--- src/rtl/spi_byte_pkg.sv ---
package spi_byte_pkg;
   typedef enum logic [1:0] {
      REG_DATA = 2'd0,
      REG_CTRL = 2'd1,
      REG_STAT = 2'd2,
      REG_SEL  = 2'd3
   } reg_addr_e;

   localparam int STAT_FLAG = 0;
   localparam int STAT_COL  = 1;
   localparam int STAT_BUSY = 2;
endpackage

--- src/rtl/spi_sck_div.sv ---
module spi_sck_div #(
   parameter int DIV_W = 7
) (
   input  logic             clk,
   input  logic             rst_n,
   input  logic             run,
   input  logic [DIV_W-1:0] half,
   output logic             tick
);
   logic [DIV_W-1:0] cnt_q;

   assign tick = run && (cnt_q == half);

   always_ff @(posedge clk or negedge rst_n) begin
      if (!rst_n)         cnt_q <= '0;
      else if (!run)      cnt_q <= '0;
      else if (tick)      cnt_q <= '0;
      else                cnt_q <= cnt_q + 1'b1;
   end
endmodule

--- src/rtl/spi_shift_eng.sv ---
module spi_shift_eng #(
   parameter int DATA_W = 8
) (
   input  logic              clk,
   input  logic              rst_n,
   input  logic              start,
   input  logic [DATA_W-1:0] load,
   input  logic              tick,
   input  logic              miso,
   output logic              busy,
   output logic              sck,
   output logic              mosi,
   output logic              done,
   output logic [DATA_W-1:0] shreg
);
   localparam int CNT_W = (DATA_W > 1) ? $clog2(DATA_W) : 1;
   localparam logic [CNT_W-1:0] LAST = CNT_W'(DATA_W - 1);

   logic [CNT_W-1:0] bit_q;
   logic             samp_q;

   assign mosi = shreg[DATA_W-1];
   assign done = tick && sck && (bit_q == LAST);

   always_ff @(posedge clk or negedge rst_n) begin
      if (!rst_n) begin
         busy   <= 1'b0;
         sck    <= 1'b0;
         bit_q  <= '0;
         samp_q <= 1'b0;
         shreg  <= '0;
      end else if (start) begin
         busy   <= 1'b1;
         sck    <= 1'b0;
         bit_q  <= '0;
         shreg  <= load;
      end else if (tick) begin
         if (!sck) begin
            sck    <= 1'b1;
            samp_q <= miso;
         end else begin
            sck   <= 1'b0;
            shreg <= {shreg[DATA_W-2:0], samp_q};
            if (bit_q == LAST) busy <= 1'b0;
            else               bit_q <= bit_q + 1'b1;
         end
      end
   end
endmodule

--- src/rtl/spi_byte_master.sv ---
module spi_byte_master #(
   parameter int DATA_W  = 8,
   parameter int DIV_W   = 7,
   parameter int NUM_SEL = 4
) (
   input  logic              clk,
   input  logic              rst_n,
   input  logic              wr_en,
   input  logic [1:0]        addr,
   input  logic [DATA_W-1:0] wdata,
   output logic [DATA_W-1:0] rdata,
   output logic              irq,
   output logic              sck,
   output logic              mosi,
   input  logic              miso,
   output logic [NUM_SEL-1:0] cs_n
);
   import spi_byte_pkg::*;

   localparam int IEN_BIT = DATA_W - 1;

   generate
      if (DATA_W < 4)            begin : g_bad_w   $error("DATA_W must be at least 4"); end
      if (DIV_W < 1 || DIV_W > DATA_W - 1) begin : g_bad_div $error("DIV_W out of range"); end
      if (NUM_SEL < 1 || NUM_SEL > DATA_W) begin : g_bad_sel $error("NUM_SEL out of range"); end
   endgenerate

   logic [DIV_W-1:0]  half_q;
   logic              ien_q;
   logic              flag_q;
   logic              col_q;
   logic [NUM_SEL-1:0] sel_q;

   logic              busy_w, done_w, tick_w;
   logic [DATA_W-1:0] shreg_w;

   logic wr_data, wr_ctrl, wr_stat, wr_sel, start_w, coll_w;

   assign wr_data = wr_en && (addr == REG_DATA);
   assign wr_ctrl = wr_en && (addr == REG_CTRL);
   assign wr_stat = wr_en && (addr == REG_STAT);
   assign wr_sel  = wr_en && (addr == REG_SEL);
   assign start_w = wr_data && !busy_w && !flag_q;
   assign coll_w  = wr_data && (busy_w || flag_q);

   spi_sck_div #(.DIV_W(DIV_W)) u_div (
      .clk(clk), .rst_n(rst_n), .run(busy_w), .half(half_q), .tick(tick_w)
   );

   spi_shift_eng #(.DATA_W(DATA_W)) u_eng (
      .clk(clk), .rst_n(rst_n), .start(start_w), .load(wdata), .tick(tick_w),
      .miso(miso), .busy(busy_w), .sck(sck), .mosi(mosi), .done(done_w),
      .shreg(shreg_w)
   );

   always_ff @(posedge clk or negedge rst_n) begin
      if (!rst_n) begin
         half_q <= '0;
         ien_q  <= 1'b0;
      end else if (wr_ctrl) begin
         half_q <= wdata[DIV_W-1:0];
         ien_q  <= wdata[IEN_BIT];
      end
   end

   always_ff @(posedge clk or negedge rst_n) begin
      if (!rst_n) begin
         flag_q <= 1'b0;
         col_q  <= 1'b0;
      end else begin
         if (done_w)                        flag_q <= 1'b1;
         else if (wr_stat && wdata[STAT_FLAG]) flag_q <= 1'b0;
         if (coll_w)                        col_q <= 1'b1;
         else if (wr_stat && wdata[STAT_COL])  col_q <= 1'b0;
      end
   end

   generate
      for (genvar i = 0; i < NUM_SEL; i++) begin : g_sel
         always_ff @(posedge clk or negedge rst_n) begin
            if (!rst_n)      sel_q[i] <= 1'b1;
            else if (wr_sel) sel_q[i] <= wdata[i];
         end
         assign cs_n[i] = sel_q[i];
      end
   endgenerate

   always_comb begin
      rdata = '0;
      unique case (addr)
         REG_DATA: rdata = shreg_w;
         REG_CTRL: begin
            rdata[DIV_W-1:0] = half_q;
            rdata[IEN_BIT]   = ien_q;
         end
         REG_STAT: begin
            rdata[STAT_FLAG] = flag_q;
            rdata[STAT_COL]  = col_q;
            rdata[STAT_BUSY] = busy_w;
         end
         default:  rdata[NUM_SEL-1:0] = sel_q;
      endcase
   end

   assign irq = flag_q && ien_q;
endmodule

--- config.mk ---
export PLATFORM = sky130hd
export DESIGN_NAME = spi_byte_master
export DESIGN_NICKNAME = d
export VERILOG_FILES = /design/src/rtl/spi_byte_pkg.sv /design/src/rtl/spi_sck_div.sv /design/src/rtl/spi_shift_eng.sv /design/src/rtl/spi_byte_master.sv
export SDC_FILE = /design/constraint.sdc
export NUM_CORES = 1
export LEC_CHECK = 0
export BUFFER_PORTS_ARGS = -buffer_cell sky130_fd_sc_hd__buf_4
export CAP_MARGIN = 20
export CORE_AREA = 8 8 69 71
export DETAILED_ROUTE_END_ITERATION = 10
export DIE_AREA = 0 0 77 79
export PLACE_DENSITY_LB_ADDON = 0.12
export SYNTH_ARGS = -nofsm -noshare
export SYNTH_HDL_FRONTEND = slang
export SYNTH_HIERARCHICAL = 1
export SYNTH_SLANG_ARGS = --single-unit
--- constraint.sdc ---
create_clock -name clk -period 2.7 [get_ports clk]
set_input_delay 0.135 -clock clk [delete_from_list [all_inputs] [get_ports clk]]
set_output_delay 0.135 -clock clk [all_outputs]
set_load 0.02 [all_outputs]
==> impl_metrics.json, run 1 <==
{
  "cp.required_ns": 2.84,
  "layout-drive-gt1-share": 0.333,
  "post_cts_resized": 0,
  "synthesis.nets": 183,
  "core_area_um2": 3800,
  "post_cts_buffers": 0,
  "drt_iter0_markers": 73,
  "finalPower_mw": 1.90,
  "cts.reportedPaths.clkPinSlew_ns": 0.07,
  "synth_seq_area_share": 0.453,
  "final_common_cell": "buf_4",
  "synth_enable_flop_cells": 0,
  "rsz0062_at_grt": "false",
  "io_pins": 29,
  "drv_slew": 0,
  "ys_seq_elements": 35,
  "worstMarginPinSlew_ns": 0.458,
  "grt_usage": 0.151,
  "crit_arrival_ns": 2.32,
  "synthArstFlopShare": 1.00,
  "synthFlopType": "dfrtp_1",
  "drt_pass1_iterations": 4,
  "min_from": "miso",
  "clock_skew_ns": 0.00730,
  "hold_viol_final": 0,
  "hpwlAfterDp_mm": 3.16,
  "place.gp.congestion": 0.851,
  "grt_pass1_wl_mm": 7.27,
  "regArea_um2": 881,
  "syn_inst": 166,
  "portBuffers": 28,
  "critPathTopFamily": "simple AND/OR/NAND/NOR gates",
  "crit_path_end_kind": "flop",
  "cp.depth": 6,
  "path_max_fanout": 8,
  "netlist_area_um2": 1940,
  "ant_nets": 0,
  "grt_max_degree": 36,
  "synth.distinct_cells": 45,
  "setup_viol": 0,
  "fin_nets": 214,
  "totalWireLength_mm": 4.33,
  "antenna_found_initial": 0,
  "die_x_um": 77,
  "crit_path_cell_trace": "xor2_1 -> nor4_4 -> buf_4 -> and3_1 -> and2_0 -> o211ai_1",
  "fin_setup_tns_ns": 0,
  "crit_buf_inv": 1,
  "dp.cells": 239,
  "cap_violations": 0,
  "vias": 1395,
  "vdd_drop_max_mv": 0.523,
  "fp.dieH_um": 79,
  "post-route-drc-count": 0,
  "rr_endpoint": "u_eng/shreg[5]",
  "crit_path_top_delay_cell": "and2_0",
  "regToRegSetupSlack_ns": 0.52,
  "p_per_area_nw_per_um2": 832,
  "r2r_cells": 6,
  "final_cell_count_no_fill": 248,
  "path_class": "flop to flop",
  "antenna_cells": 0,
  "synth_top_area_frac": 0.399,
  "cts_buffers": 5,
  "slowest_delay_ns": 0.46,
  "postLayoutCoreUtil": 0.602,
  "rr_startpoint": "u_div/cnt_q[1]",
  "fillers": 346,
  "cts_tree": "done",
  "dieArea_um2": 6080,
  "initial_utilization": 0.512,
  "avgSynthCellArea_um2": 11.7,
  "outcome": "finished, final reports clean",
  "hp-class": "primary input to flop",
  "final_cell_mix": "buf_4, dfrtp_1, mux2_2, nand2_1, nand2b_1",
  "leakagePower_nw": 1.01,
  "multiInputGateArea_um2": 998,
  "start_kind": "flop",
  "row_count": 23,
  "min_period_over_period": 0.806,
  "wl_per_cell_um": 17.5,
  "hold_end": "u_eng/samp_q",
  "clock_path_buffers": 2,
  "relSlewSlack": 0.695,
  "fmax_mhz": 460,
  "insertion_delay_ns": 0.28,
  "area_delta_synth_final_pct": 17.7,
  "cts_max_level": 2,
  "root_buffer": "clkbuf_8",
  "cts_sinks": 35,
  "grt.overflow.total": 0,
  "grt_pass1_vias": 1474,
  "period_needed_ns": 2.18,
  "viasPerCell": 5.63,
  "min_delay_path_depth": 2,
  "synth_area_leaders": "dfrtp_1, mux2_2, dfstp_2, xor2_1, mux2i_1",
  "synth_area_leader_cell": "dfrtp_1",
  "ys_warn_count": 6
}
## flip-flops by register name, indices dropped and copies added (netlist names)
signal        cells
u_eng/shreg       8
half_q            7
u_div/cnt_q       7
cs_n              4
u_eng/bit_q       3
col_q             1
flag_q            1
ien_q             1
u_eng/busy        1
u_eng/samp_q      1
u_eng/sck         1
## logic make-up after synthesis
kind of cell               share of synthesized area
muxes                                          0.156
xor gates and xnor gates                      0.0496
DFF                                            0.453
adders and majority gates                     0.0193
and+or+nand+nor                                0.195
buffers and inverters                         0.0361
AOI/OAI and AO/OA                             0.0908
## worst max-delay path by stage
stage | start | to | slack [ns]
5_1_grt | u_div/cnt_q[1] | u_eng/shreg[1] | 0.35
3_5_place_dp | u_div/cnt_q[1] | u_eng/shreg[5] | 0.52
6_report | u_div/cnt_q[1] | u_eng/shreg[5] | 0.52
4_1_cts | u_div/cnt_q[1] | u_eng/shreg[5] | 0.52
2_1_floorplan | u_div/cnt_q[1] | u_eng/samp_q | 0.80
3_3_place_gp | u_div/cnt_q[1] | u_eng/shreg[1] | 0.65
## cell type report
cell class / instances / share of cell area
Multi-Input combinational cell: 118 / 0.437
Sequential cell: 35 / 0.385
Timing Repair Buffer: 33 / 0.109
Clock buffer: 8 / 0.0350
Tap cell: 50 / 0.0274
Inverter: 4 / 0.00656
## worst reg2reg max path, cell delays in order, from the launching register on
cell and delay [ns]:
dfrtp_1 0.42, xor2_1 0.20, nor4_4 0.27, buf_4 0.20, and3_1 0.33, and2_0 0.46
o211ai_1 0.18
## synth_stat cells, types with 5 or more instances
master and n:
dfrtp_1 31, mux2_2 13, nand2_1 11, nand2b_1 11, xor2_1 9, nand4b_1 8
mux2i_1 7, o211ai_1 7, nor2_1 6, nand3_1 5, o21ai_0 5
## timing repair
item,CTS,global route
endpoints found under the setup margin,0,0
hold endpoints to repair,31,0
hold buffers,1,0
## power by group
group          internal, mW  switching [mW]  total [mW]
Sequential            0.696           0.183       0.879
Clock                 0.183           0.171       0.354
Combinational         0.335           0.335       0.670
## layer usage
metal | vias to the layer above | track usage | wire length (µm)
li1 | 663 | - | -
met1 | 700 | 0.178 | 1790
met2 | 25 | 0.258 | 2270
met3 | 7 | 0.0372 | 187
met4 | 0 | 0.0642 | 79
met5 | - | 0 | 0
## stage by stage
step           instance area [µm²]  hold slack, ns  setup slack, ns
2_1_floorplan                 1940          -0.161            0.795
3_3_place_gp                  2200           0.111            0.654
3_5_place_dp                  2200           0.121            0.520
4_1_cts                       2290          0.0847            0.518
5_1_grt                       2290          0.0788            0.350
6_report                      2290          0.0904            0.524
(Power assumes the default switching activity.)
==> inputs of run 2 (changes only) <==
--- a/config.mk
+++ b/config.mk
@@ -7,9 +7,9 @@
 export LEC_CHECK = 0
 export BUFFER_PORTS_ARGS = -buffer_cell sky130_fd_sc_hd__buf_4
 export CAP_MARGIN = 20
-export CORE_AREA = 8 8 69 71
+export CORE_AREA = 8 8 71 73
 export DETAILED_ROUTE_END_ITERATION = 10
-export DIE_AREA = 0 0 77 79
+export DIE_AREA = 0 0 79 81
 export PLACE_DENSITY_LB_ADDON = 0.12
 export SYNTH_ARGS = -nofsm -noshare
 export SYNTH_HDL_FRONTEND = slang
==> constraint.sdc (replaced) <==
create_clock -name clk -period 1.9 [get_ports clk]
set_input_delay 0.095 -clock clk [delete_from_list [all_inputs] [get_ports clk]]
set_output_delay 0.095 -clock clk [all_outputs]
set_load 0.02 [all_outputs]
==> run 2 against run 1 <==
Setup slack worse by 0.43 ns. Final area is 3.8% higher. Critical path depth is 1 higher. Clock skew is 0.0028 ns higher. Non-clock buffer count is 9 higher. Die area is 5.2% higher. Sequential share of layout area is 1.4 points lower. Critical path type unchanged. Highest routed layer unchanged.
==> impl_metrics.json, run 2 (synthesized netlist as in run 1, its figures left out) <==
{
  "place.gp.congestion": 0.850,
  "rsz0062_at_grt": "false",
  "outcome": "finished, final reports clean",
  "p_per_area_nw_per_um2": 1170,
  "fp.dieH_um": 81,
  "vias": 1429,
  "fillers": 353,
  "largest_reg_flops": 8,
  "post-route-drc-count": 0,
  "fmax_mhz": 553,
  "fin_hold_ws_ns": 0.0401,
  "fin_setup_tns_ns": 0,
  "drt_iter0_markers": 42,
  "largestRegisters": "u_eng/shreg (8), half_q (7), u_div/cnt_q (7)",
  "ant_nets": 0,
  "cts.reportedPaths.clkPinSlew_ns": 0.07,
  "insertion_delay_ns": 0.29,
  "antenna_cells": 0,
  "antenna_found_initial": 0,
  "clock_skew_ns": 0.0101,
  "regArea_um2": 881,
  "drv_slew": 0,
  "hpwlAfterDp_mm": 3.37,
  "crit_arrival_ns": 1.97,
  "cts_max_level": 2,
  "area_delta_synth_final_pct": 22.2,
  "dieArea_um2": 6400,
  "cts_tree": "done",
  "grt_usage": 0.156,
  "vdd_drop_max_mv": 0.864,
  "min_period_over_period": 0.952,
  "totalWireLength_mm": 4.48,
  "leakagePower_nw": 1.06,
  "cts_buffers": 5,
  "slowest_delay_ns": 0.41,
  "cts_sinks": 35,
  "crit_path_cell_trace": "xor2_1 -> nor4_4 -> and3_4 -> buf_4 -> and2_0 -> buf_4 -> o211ai_1",
  "period_needed_ns": 1.81,
  "dp.cells": 248,
  "multiInputGateArea_um2": 1020,
  "setup_viol": 0,
  "portBuffers": 28,
  "initial_utilization": 0.496,
  "crit_path_top_delay_cell": "dfrtp_1",
  "row_count": 23,
  "grt_pass1_wl_mm": 7.67,
  "grt_pass1_vias": 1541,
  "grt.overflow.total": 0,
  "cp.required_ns": 2.06,
  "io_pins": 29,
  "final_common_cell": "buf_4",
  "grt_max_degree": 36,
  "root_buffer": "clkbuf_8",
  "clock_path_buffers": 2,
  "fin_nets": 223,
  "hold_viol_final": 0,
  "post_cts_buffers": 0,
  "path_max_fanout": 8,
  "start_kind": "flop",
  "crit_path_end_kind": "flop",
  "relSlewSlack": 0.627,
  "hp-class": "primary input to flop",
  "final_cell_count_no_fill": 257,
  "viasPerCell": 5.56,
  "cap_violations": 0,
  "core_area_um2": 3910,
  "final_cell_mix": "buf_4, dfrtp_1, mux2_2, nand2_1, nand2b_1",
  "crit_top_cell": "buf_4",
  "layout-drive-gt1-share": 0.382,
  "worstMarginPinSlew_ns": 0.558,
  "die_x_um": 79,
  "max_flop_register": "u_eng/shreg",
  "wl_per_cell_um": 17.4,
  "drt_pass1_iterations": 4,
  "path_class": "flop to flop"
}
-- run 2: timing repair --
action	in CTS	in global routing
hold endpoints to repair	31	0
endpoints found under the setup margin	0	9
hold buffers	1	0
gates resized for setup	0	4
-- run 2: worst paths after layout --
kind / from / endpoint / slack (ns) / cells past startpoint
min in group asynchronous: rst_n / u_div/cnt_q[0] / 0.30 / 2
worst min register to register: ien_q / ien_q / 0.53 / 1
worst max register to register: half_q[4] / u_eng/shreg[5] / 0.09 / 7
max in group asynchronous: rst_n / cs_n[0] / 1.26 / 2
worst min-delay path: miso / u_eng/samp_q / 0.04 / 2
worst max-delay path: half_q[4] / u_eng/shreg[5] / 0.09 / 7
-- run 2: report_power, final --
group | leakage (nW) | internal [mW] | switching, mW | total [mW]
registers | 0.427 | 0.988 | 0.258 | 1.25
logic | 0.590 | 0.509 | 0.508 | 1.02
clock network | 0.0422 | 0.257 | 0.265 | 0.522
-- run 2: through the flow --
| step | setup slack [ns] | utilization | area, µm² | total power, mW |
|---|---|---|---|---|
| final | 0.0920 | 0.606 | 2370 | 2.79 |
| after global routing | 0.00302 | 0.606 | 2370 | 2.98 |
| after CTS | 0.0587 | 0.602 | 2360 | 2.80 |
| after detailed placement | 0.0712 | 0.579 | 2260 | 2.27 |
| after global placement | 0.103 | 0.579 | 2260 | 2.21 |
| after floorplan | 0.00984 | - | 1940 | 1.89 |
-- run 2: routing by layer --
| layer | up-vias | share of wire | global-route usage |
|---|---|---|---|
| met5 | - | 0 | 0 |
| met4 | 0 | 0.0076 | 0.0630 |
| li1 | 678 | - | - |
| met3 | 4 | 0.041 | 0.0475 |
| met2 | 26 | 0.52 | 0.270 |
| met1 | 721 | 0.43 | 0.176 |
-- run 2: final cells by class --
class / instances / share of cell area
clock buffers: 7 / 0.0322
repair buffers: 42 / 0.134
well taps: 50 / 0.0264
flip-flops and latches: 35 / 0.371
multi-input cells: 118 / 0.428
clock inverters: 1 / 0.00211
inverters: 4 / 0.00633
-- run 2: critical path: cells and delay by family (launching register included) --
family                    cells  cell delay [ns]
AOI/OAI and AO/OA             1             0.12
and+or+nand+nor               3             0.68
DFF                           1             0.41
buffers and inverters         2             0.28
xor gates and xnor gates      1             0.19
